`src/rtl/oc_trip_pkg.sv`:
```
package oc_trip_pkg;
  typedef enum logic [1:0] {
    SRC_NONE = 2'd0,
    SRC_L1   = 2'd1,
    SRC_L2   = 2'd2,
    SRC_L3   = 2'd3
  } trip_src_e;

  localparam int NUM_LEVELS = 3;

  function automatic int shrink_limit(input int full, input int div);
    int r;
    r = full / div;
    if (r < 1) r = 1;
    return r;
  endfunction
endpackage

```
`src/rtl/oc_delay_limits.sv`:
```
module oc_delay_limits #(
  parameter int L1_TICKS = 32,
  parameter int L2_TICKS = 16,
  parameter int L3_TICKS = 1,
  parameter int SHRINK   = 32,
  parameter int CW       = 6
) (
  input  logic                                      fast_mode,
  output logic [oc_trip_pkg::NUM_LEVELS-1:0][CW-1:0] lim
);
  import oc_trip_pkg::*;

  localparam int FULL1 = (L1_TICKS < 1) ? 1 : L1_TICKS;
  localparam int FULL2 = (L2_TICKS < 1) ? 1 : L2_TICKS;
  localparam int FULL3 = (L3_TICKS < 1) ? 1 : L3_TICKS;
  localparam int FAST1 = shrink_limit(FULL1, SHRINK);
  localparam int FAST2 = shrink_limit(FULL2, SHRINK);

  always_comb begin
    lim[0] = fast_mode ? CW'(FAST1) : CW'(FULL1);
    lim[1] = fast_mode ? CW'(FAST2) : CW'(FULL2);
    lim[2] = CW'(FULL3);
  end
endmodule

```
`src/rtl/oc_shared_counter.sv`:
```
module oc_shared_counter #(
  parameter int CW = 6
) (
  input  logic          clk,
  input  logic          rst,
  input  logic          clear,
  input  logic          step,
  output logic [CW-1:0] count_inc
);
  localparam logic [CW-1:0] CNT_MAX = {CW{1'b1}};

  logic [CW-1:0] count;

  assign count_inc = (count == CNT_MAX) ? count : count + CW'(1);

  always_ff @(posedge clk) begin
    if (rst || clear) begin
      count <= '0;
    end else if (step) begin
      count <= count_inc;
    end
  end
endmodule

```
`src/rtl/oc_level_qualify.sv`:
```
module oc_level_qualify #(
  parameter int CW = 6
) (
  input  logic                                      step,
  input  logic [CW-1:0]                             count_inc,
  input  logic [oc_trip_pkg::NUM_LEVELS-1:0]        flags,
  input  logic [oc_trip_pkg::NUM_LEVELS-1:0][CW-1:0] lim,
  output logic                                      hit,
  output oc_trip_pkg::trip_src_e                    src
);
  import oc_trip_pkg::*;

  logic [NUM_LEVELS-1:0] qual;

  for (genvar k = 0; k < NUM_LEVELS; k++) begin : g_qual
    assign qual[k] = step && flags[k] && (count_inc >= lim[k]);
  end

  always_comb begin
    hit = |qual;
    if (qual[2])      src = SRC_L3;
    else if (qual[1]) src = SRC_L2;
    else if (qual[0]) src = SRC_L1;
    else              src = SRC_NONE;
  end
endmodule

```
`src/rtl/oc_trip_detector.sv`:
```
module oc_trip_detector #(
  parameter int L1_TICKS = 32,
  parameter int L2_TICKS = 16,
  parameter int L3_TICKS = 1,
  parameter int SHRINK   = 32
) (
  input  logic       clk,
  input  logic       rst,
  input  logic       tick,
  input  logic       oc_lvl1,
  input  logic       oc_lvl2,
  input  logic       oc_lvl3,
  input  logic       lvl1_en,
  input  logic       fast_mode,
  output logic       trip,
  output logic [1:0] trip_src
);
  import oc_trip_pkg::*;

  localparam int MAXL = (L1_TICKS > L2_TICKS) ?
                        ((L1_TICKS > L3_TICKS) ? L1_TICKS : L3_TICKS) :
                        ((L2_TICKS > L3_TICKS) ? L2_TICKS : L3_TICKS);
  localparam int CW   = $clog2(MAXL + 2);

  logic [NUM_LEVELS-1:0][CW-1:0] lim;
  logic [CW-1:0]                 count_inc;
  logic                          detect;
  logic                          step;
  logic                          clear;
  logic                          hit;
  trip_src_e                     sel_src;
  trip_src_e                     src_q;
  logic                          trip_q;

  assign detect = oc_lvl1 && lvl1_en;
  assign step   = !trip_q && detect && tick;
  assign clear  = trip_q ? !oc_lvl1 : !detect;

  oc_delay_limits #(
    .L1_TICKS(L1_TICKS), .L2_TICKS(L2_TICKS), .L3_TICKS(L3_TICKS),
    .SHRINK(SHRINK), .CW(CW)
  ) u_limits (
    .fast_mode(fast_mode),
    .lim      (lim)
  );

  oc_shared_counter #(.CW(CW)) u_count (
    .clk      (clk),
    .rst      (rst),
    .clear    (clear),
    .step     (step),
    .count_inc(count_inc)
  );

  oc_level_qualify #(.CW(CW)) u_qual (
    .step     (step),
    .count_inc(count_inc),
    .flags    ({oc_lvl3, oc_lvl2, oc_lvl1}),
    .lim      (lim),
    .hit      (hit),
    .src      (sel_src)
  );

  always_ff @(posedge clk) begin
    if (rst) begin
      trip_q <= 1'b0;
      src_q  <= SRC_NONE;
    end else if (trip_q) begin
      if (!oc_lvl1) begin
        trip_q <= 1'b0;
        src_q  <= SRC_NONE;
      end
    end else if (hit) begin
      trip_q <= 1'b1;
      src_q  <= sel_src;
    end
  end

  assign trip     = trip_q;
  assign trip_src = src_q;
endmodule

```
`config.mk`:
```
export PLATFORM = sky130hd
export DESIGN_NAME = oc_trip_detector
export DESIGN_NICKNAME = d
export VERILOG_FILES = /design/src/rtl/oc_trip_pkg.sv /design/src/rtl/oc_delay_limits.sv /design/src/rtl/oc_shared_counter.sv /design/src/rtl/oc_level_qualify.sv /design/src/rtl/oc_trip_detector.sv
export SDC_FILE = /design/constraint.sdc
export NUM_CORES = 1
export LEC_CHECK = 0
export BUFFER_PORTS_ARGS = -buffer_cell sky130_fd_sc_hd__clkbuf_2
export CORE_UTILIZATION = 59
export CTS_CLUSTER_SIZE = 8
export DETAILED_ROUTE_END_ITERATION = 8
export PLACE_DENSITY_LB_ADDON = 0.05
export SYNTH_ARGS = -nofsm -noshare
export SYNTH_HDL_FRONTEND = slang
export SYNTH_HIERARCHICAL = 1
export SYNTH_SLANG_ARGS = --single-unit
export TNS_END_PERCENT = 20
```
`constraint.sdc`:
```
create_clock -name clk -period 3.2 [get_ports clk]
set_input_delay 0.16 -clock clk [delete_from_list [all_inputs] [get_ports clk]]
set_output_delay 0.16 -clock clk [all_outputs]
set_load 0.1 [all_outputs]
```
Word level (Yosys, flattened, before mapping)
Index checks and enable logic that the tools add are counted.
- logic and storage cells: 38
- bits of input ports: 8
- output and inout bits: 3
- bits in registers: 9
- eq/ne operators: 2
- magnitude comparators: 3
- $add $sub $neg: 1
- multiplexer cells: 13
- reduce and logical (&&, ||, !) cells: 16
- operators by type and width (cell ; number):
    6-bit 2-to-1 mux ; 2
    2-bit 2-to-1 mux ; 5
    1-bit logical AND ; 9
    6-bit by 1-bit adder with 6-bit output, second input constant ; 1
    6-bit equality test, second input constant ; 1
    6-bit by 1-bit >= comparator with 1-bit output, second input constant ; 1
    6-bit by 5-bit >= comparator with 1-bit output ; 1
    6-bit >= comparator ; 1
    1-bit 2-to-1 mux ; 5
    5-bit 2-to-1 mux ; 1
    1-bit zero test ; 3
    3-bit OR reduction ; 1
    2-bit != test, second input constant ; 1
    2-bit AND reduction ; 1
    2-bit nonzero test ; 1
    1-bit logical OR ; 1

Logic depth before layout (Yosys ltp)
- depth in word-level cells: 10
- depth in mapped cells: 14

Cells and area by module
Netlist, hierarchy kept.
- by module, submodules not included (module ; cells an instance ; times used ; seq. area each (µm²) ; area each (µm²)):
    oc_level_qualify ; 67 ; 1 ; 0.0 ; 498.0
    oc_shared_counter ; 48 ; 1 ; 120.1 ; 427.9
    oc_delay_limits ; 20 ; 1 ; 0.0 ; 138.9
    oc_trip_detector ; 16 ; 1 ; 60.1 ; 132.6

Least setup slack after synthesis
Ideal clock, no wire load.
- path kind: register to register
- start point: register u_count.count[0]
- end point: register trip_q, in the netlist trip
- arrival: 2447 ps
- cell stages (with the launch flop): 14
- slack: 642 ps
- cells stage by stage: dfxtp_1 -> ha_1 -> and2_1 -> buf_6 -> nand3_4 -> mux2_4 -> ha_1 -> o211ai_2 -> a21oi_2 -> o41ai_4 -> nand3_1 -> and2b_2 -> nor2_1 -> nor2_1
- longest elaborated chain between the ends: 7
- RTL lines (what ; line ; source):
    start, declared ; oc_shared_counter.sv:12 ; logic [CW-1:0] count;
    start signal, assigned ; oc_shared_counter.sv:20 ; count <= count_inc;
    6-bit by 1-bit adder with 6-bit output / 6-bit equality test (equally long branches) ; oc_shared_counter.sv:14 ; assign count_inc = (count == CNT_MAX) ? count : count + CW'(1);
    6-bit 2-to-1 mux (*) ; oc_shared_counter.sv:14 ;
    via count_inc[1] ; oc_trip_detector.sv:26 ; logic [CW-1:0] count_inc;
    6-bit >= comparator (tied with other cells) ; oc_level_qualify.sv:16 ; assign qual[k] = step && flags[k] && (count_inc >= lim[k]);
    1-bit logical AND ; oc_level_qualify.sv:16 ;
    3-bit OR reduction (*) ; oc_level_qualify.sv:20 ; hit = |qual;
    via hit ; oc_trip_detector.sv:30 ; logic hit;
    1-bit 2-to-1 mux (*) ; oc_trip_detector.sv:73 ; end else if (hit) begin
    1-bit 2-to-1 mux (*) ; oc_trip_detector.sv:68 ; end else if (trip_q) begin
    end signal, assigned ; oc_trip_detector.sv:66 ; trip_q <= 1'b0;
    end signal, assigned ; oc_trip_detector.sv:70 ; trip_q <= 1'b0;
    end signal, assigned ; oc_trip_detector.sv:74 ; trip_q <= 1'b1;
    end, declared ; oc_trip_detector.sv:33 ; logic trip_q;
Mark *: on every way through the listed nets, which the timed path passes. The rest lies on a longest branch.
A chain may end at the register's enable or synchronous reset.

Worst setup path after layout
- start point: register u_count.count[0]
- end point: register src_q[0], in the netlist trip_src[0]
- RTL lines (what ; line ; source):
    6-bit by 1-bit adder with 6-bit output / 6-bit equality test (equally long branches) ; oc_shared_counter.sv:14 ;
    6-bit 2-to-1 mux (*) ; oc_shared_counter.sv:14 ;
    via count_inc[1] ; oc_trip_detector.sv:26 ;
    6-bit >= comparator (tied with other cells) ; oc_level_qualify.sv:16 ;
    1-bit logical AND ; oc_level_qualify.sv:16 ;
    3-bit OR reduction (*) ; oc_level_qualify.sv:20 ;
    via hit ; oc_trip_detector.sv:30 ;
    2-bit nonzero test (no source line) (*) ; - ;
    2-bit AND reduction (no source line) (*) ; - ;
    end signal, assigned ; oc_trip_detector.sv:75 ; src_q <= sel_src;
    end, declared ; oc_trip_detector.sv:32 ; trip_src_e src_q;
Mark *: on every way through the listed nets, which the timed path passes. The rest lies on a longest branch. The select of a mux whose other input is x is not followed.

==> flow_summary.yaml <==
outcome:
  status: "finished, final reports clean"
power:
  pwr-share-comb_pct: 14.6
  power.clock.fraction_pct: 38.1
  switchingPower_w: 0.0000633
  power_density_nw_per_um2: 199
  post-layout-total-power_w: 0.000238
  power.ir.vdd_worst_v: 0.000253
  power.share.switching_pct: 26.6
  power.internal_w: 0.000174
  leakagePower_nw: 0.592
  sequential_cell_fraction_of_total_power_pct: 47.3
synth:
  post-synth-top-area-cell: "sky130_fd_sc_hd__ha_1"
  synth.ff_latch_count: 9
  synthMostInstantiatedCell: "sky130_fd_sc_hd__inv_1"
  synthTopCellsByCount: "sky130_fd_sc_hd__inv_1 (21), sky130_fd_sc_hd__ha_1 (19), sky130_fd_sc_hd__buf_4 (17)"
  gate_count_after_technology_mapping: 151
  ys_seq_area_share_pct: 15.0
  synth.top_cells.by_area: "sky130_fd_sc_hd__ha_1 (20%), sky130_fd_sc_hd__dfxtp_1 (15%), sky130_fd_sc_hd__buf_4 (11%)"
  synth-edff-count: 0
  synth.avg_cell_area_um2: 7.93
  yosys_warnings: 6
  synth_top_area_share_pct: 19.9
  asyncSetResetFlopFracSynth_pct: 0
  synth.distinct_cells: 40
  synthesis.area_um2: 1200
  postSynth.topFlopCell: "sky130_fd_sc_hd__dfxtp_1"
sta:
  fin_skew_ns: 0.00638
  finalMaxSlewViolations: 0
  grt_setup_unrepaired: "no"
  timing.final.crit_share_pct: 89.8
  fin_tns_setup_ns: 0
  report.final.setup_viol: 0
  final_critical_period_ns: 2.87
  timing_worst_slew_pin_value_ns: 0.615
  maxClockFrequency_mhz: 348
  relative_max_transition_margin_pct: 58.6
  hold_viol_final: 0
route:
  drt-total-wl_um: 2070
  wl_per_cell_um: 11.4
  detailedRoute.firstPassIterationCount: 4
  num_vias: 961
  ant_nets: 0
  via_per_inst: 5.28
  drc_errors: 0
  drt_iter0_markers: 12
cts:
  post-cts-setup-buffers: 0
  cts_made_buffers: 3
  clock_tree.buffer_depth: 2
  tritoncts: "yes"
  clk_root_buffer_cell: "sky130_fd_sc_hd__clkbuf_4"
  clock_sink_count: 9
  cts_resized: 0
  clk_pin_slew_worst_paths_ns: 0.07
  worstSkewPairLatency_ns: 0.27
  cts.htree.levels: 1
  postCtsHoldBufs: 0
placed_design:
  detailed_place_hpwl_um: 1730
  dp.cells: 178
  placed_area_um2: 1170
  port-buffer-count: 10
  gp_congestion: 0.831
layout:
  stdcell_count: 182
  antenna-diode-count: 0
  layout-drive-gt1-share_pct: 16.6
  final_design_area_no_fill_um2: 1190
  area.growth.synth_to_final_pct: -0.209
  nets: 185
hold_path:
  timing.hold.worst.class: "input pin to flop"
flow_run:
  max_cap_viol_count: 0
critical_path:
  timing.critical_path.to_type: "flop"
  worstSetupStartpointType: "flop"
  crit_path_max_fanout: 7
  setup_crit_path_kind: "flop to flop"
  worst-endpoint-required_ns: 3.36
  critical_path_arrival_ns: 3.03
global_route:
  wire_length_of_the_first_global_routing_pass_um: 3420
  grt_usage_pct: 21.9
  grt_max_degree: 10
  vias_in_the_first_global_route: 883
  antenna_found_initial: 0
  grt_overflow: 0
die:
  die_outline_area_um2: 2210
  die_h_um: 47.1
  row_count: 15
  design.core.area_um2: 1820
  i_o_pin_cnt: 11
  floorplan.die.width_um: 47.1
  initial_core_util_pct: 65.8
## cell families after synthesis
logic type | share of synthesized area [%]
buffers and inverters | 19.5
and+or+nand+nor | 18.6
AOI/OAI and AO/OA | 21.9
adders and majority gates | 19.9
DFF | 15.0
muxes | 2.93
other | 0.627
xor gates and xnor gates | 1.46
## cell usage in the layout, fill, tap and decap left out, drive strengths merged
| master | Yosys | final |
|---|---|---|
| a211oi | 1 | 1 |
| a21oi | 12 | 12 |
| a22o | 2 | 2 |
| a31oi | 3 | 3 |
| and2 | 3 | 3 |
| and2b | 1 | 1 |
| and3b | 2 | 2 |
| and4 | 2 | 2 |
| and4b | 1 | 1 |
| clkbuf | 1 | 14 |
| conb | 2 | 14 |
| dfxtp | 9 | 9 |
| ha | 19 | 19 |
| inv | 21 | 21 |
| mux2 | 1 | 1 |
| mux2i | 2 | 2 |
| nand2 | 14 | 14 |
| nand3 | 4 | 4 |
| nand4 | 1 | 1 |
| nand4b | 1 | 1 |
| nor2 | 8 | 8 |
| nor2b | 1 | 1 |
| o211a | 1 | 1 |
| o211ai | 3 | 3 |
| o21a | 1 | 1 |
| o21ai | 9 | 9 |
| o31ai | 2 | 2 |
| o41ai | 2 | 2 |
| or3 | 1 | 1 |
| xor2 | 2 | 2 |
## cell type report
| class | count | area [µm²] |
|---|---|---|
| multi-input combinational | 113 | 828 |
| sequential | 9 | 180 |
| fill | 176 | 626 |
| inverter | 21 | 78.8 |
| timing repair buffer | 10 | 50.0 |
| clock buffer | 4 | 26.3 |
| tap | 25 | 31.3 |
## worst max-delay path, stage by stage (launching register included)
cell                       delay (ns)
sky130_fd_sc_hd__dfxtp_1         0.42
sky130_fd_sc_hd__ha_1            0.25
sky130_fd_sc_hd__and2_1          0.32
sky130_fd_sc_hd__nand3_4         0.13
sky130_fd_sc_hd__mux2_4          0.34
sky130_fd_sc_hd__ha_1            0.21
sky130_fd_sc_hd__o211ai_2        0.18
sky130_fd_sc_hd__a21oi_2         0.06
sky130_fd_sc_hd__o41ai_4         0.34
sky130_fd_sc_hd__nand3_1         0.14
sky130_fd_sc_hd__and2b_2         0.23
sky130_fd_sc_hd__nand2_1         0.07
sky130_fd_sc_hd__a21oi_1         0.06
## power groups by stage
stage / Combinational, W / Sequential, W / Clock, W
6_report: 0.0000348 / 0.000112 / 0.0000905
3_5_place_dp: 0.0000338 / 0.000115 / 0
2_1_floorplan: 0.0000379 / 0.000115 / 0
5_1_grt: 0.0000408 / 0.000112 / 0.0000978
4_1_cts: 0.0000342 / 0.000112 / 0.0000913
3_3_place_gp: 0.0000328 / 0.000115 / 0
## path summary, 6_finish.rpt
path | startpoint | end | slack [ns] | cells past startpoint
worst min register to register | trip_src[1] | trip_src[1] | 0.49 | 2
worst min-delay path | rst | trip | 0.11 | 2
worst max register to register | u_count/count[0] | trip_src[0] | 0.33 | 12
worst max-delay path | u_count/count[0] | trip_src[0] | 0.33 | 12
## layer usage
layer | up-vias | global-route usage (%) | part of all wire, % | routed length, µm
met1 | 440 | 25.3 | 48 | 995
met4 | 0 | 6.29 | 0.82 | 17
met5 | - | 0 | 0 | 0
met2 | 9 | 38.6 | 49 | 1000
li1 | 509 | - | - | -
met3 | 3 | 6.92 | 2.4 | 49
## flip-flops by register name, summed over array words and instances (netlist names)
signal / flops
trip: 1
trip_src: 2
u_count/count: 6
## metrics by stage
stage | utilization (%) | setup WS, ns | hold slack [ns]
finish | 65.6 | 0.326 | 0.112
global route | 65.6 | 0.0817 | 0.124
CTS | 65.6 | 0.325 | 0.108
detailed placement | 64.2 | 0.342 | 0.392
global placement | 64.2 | 0.419 | 0.395
floorplan | - | 0.642 | 0.229
Power figures use the tool's default switching activity.
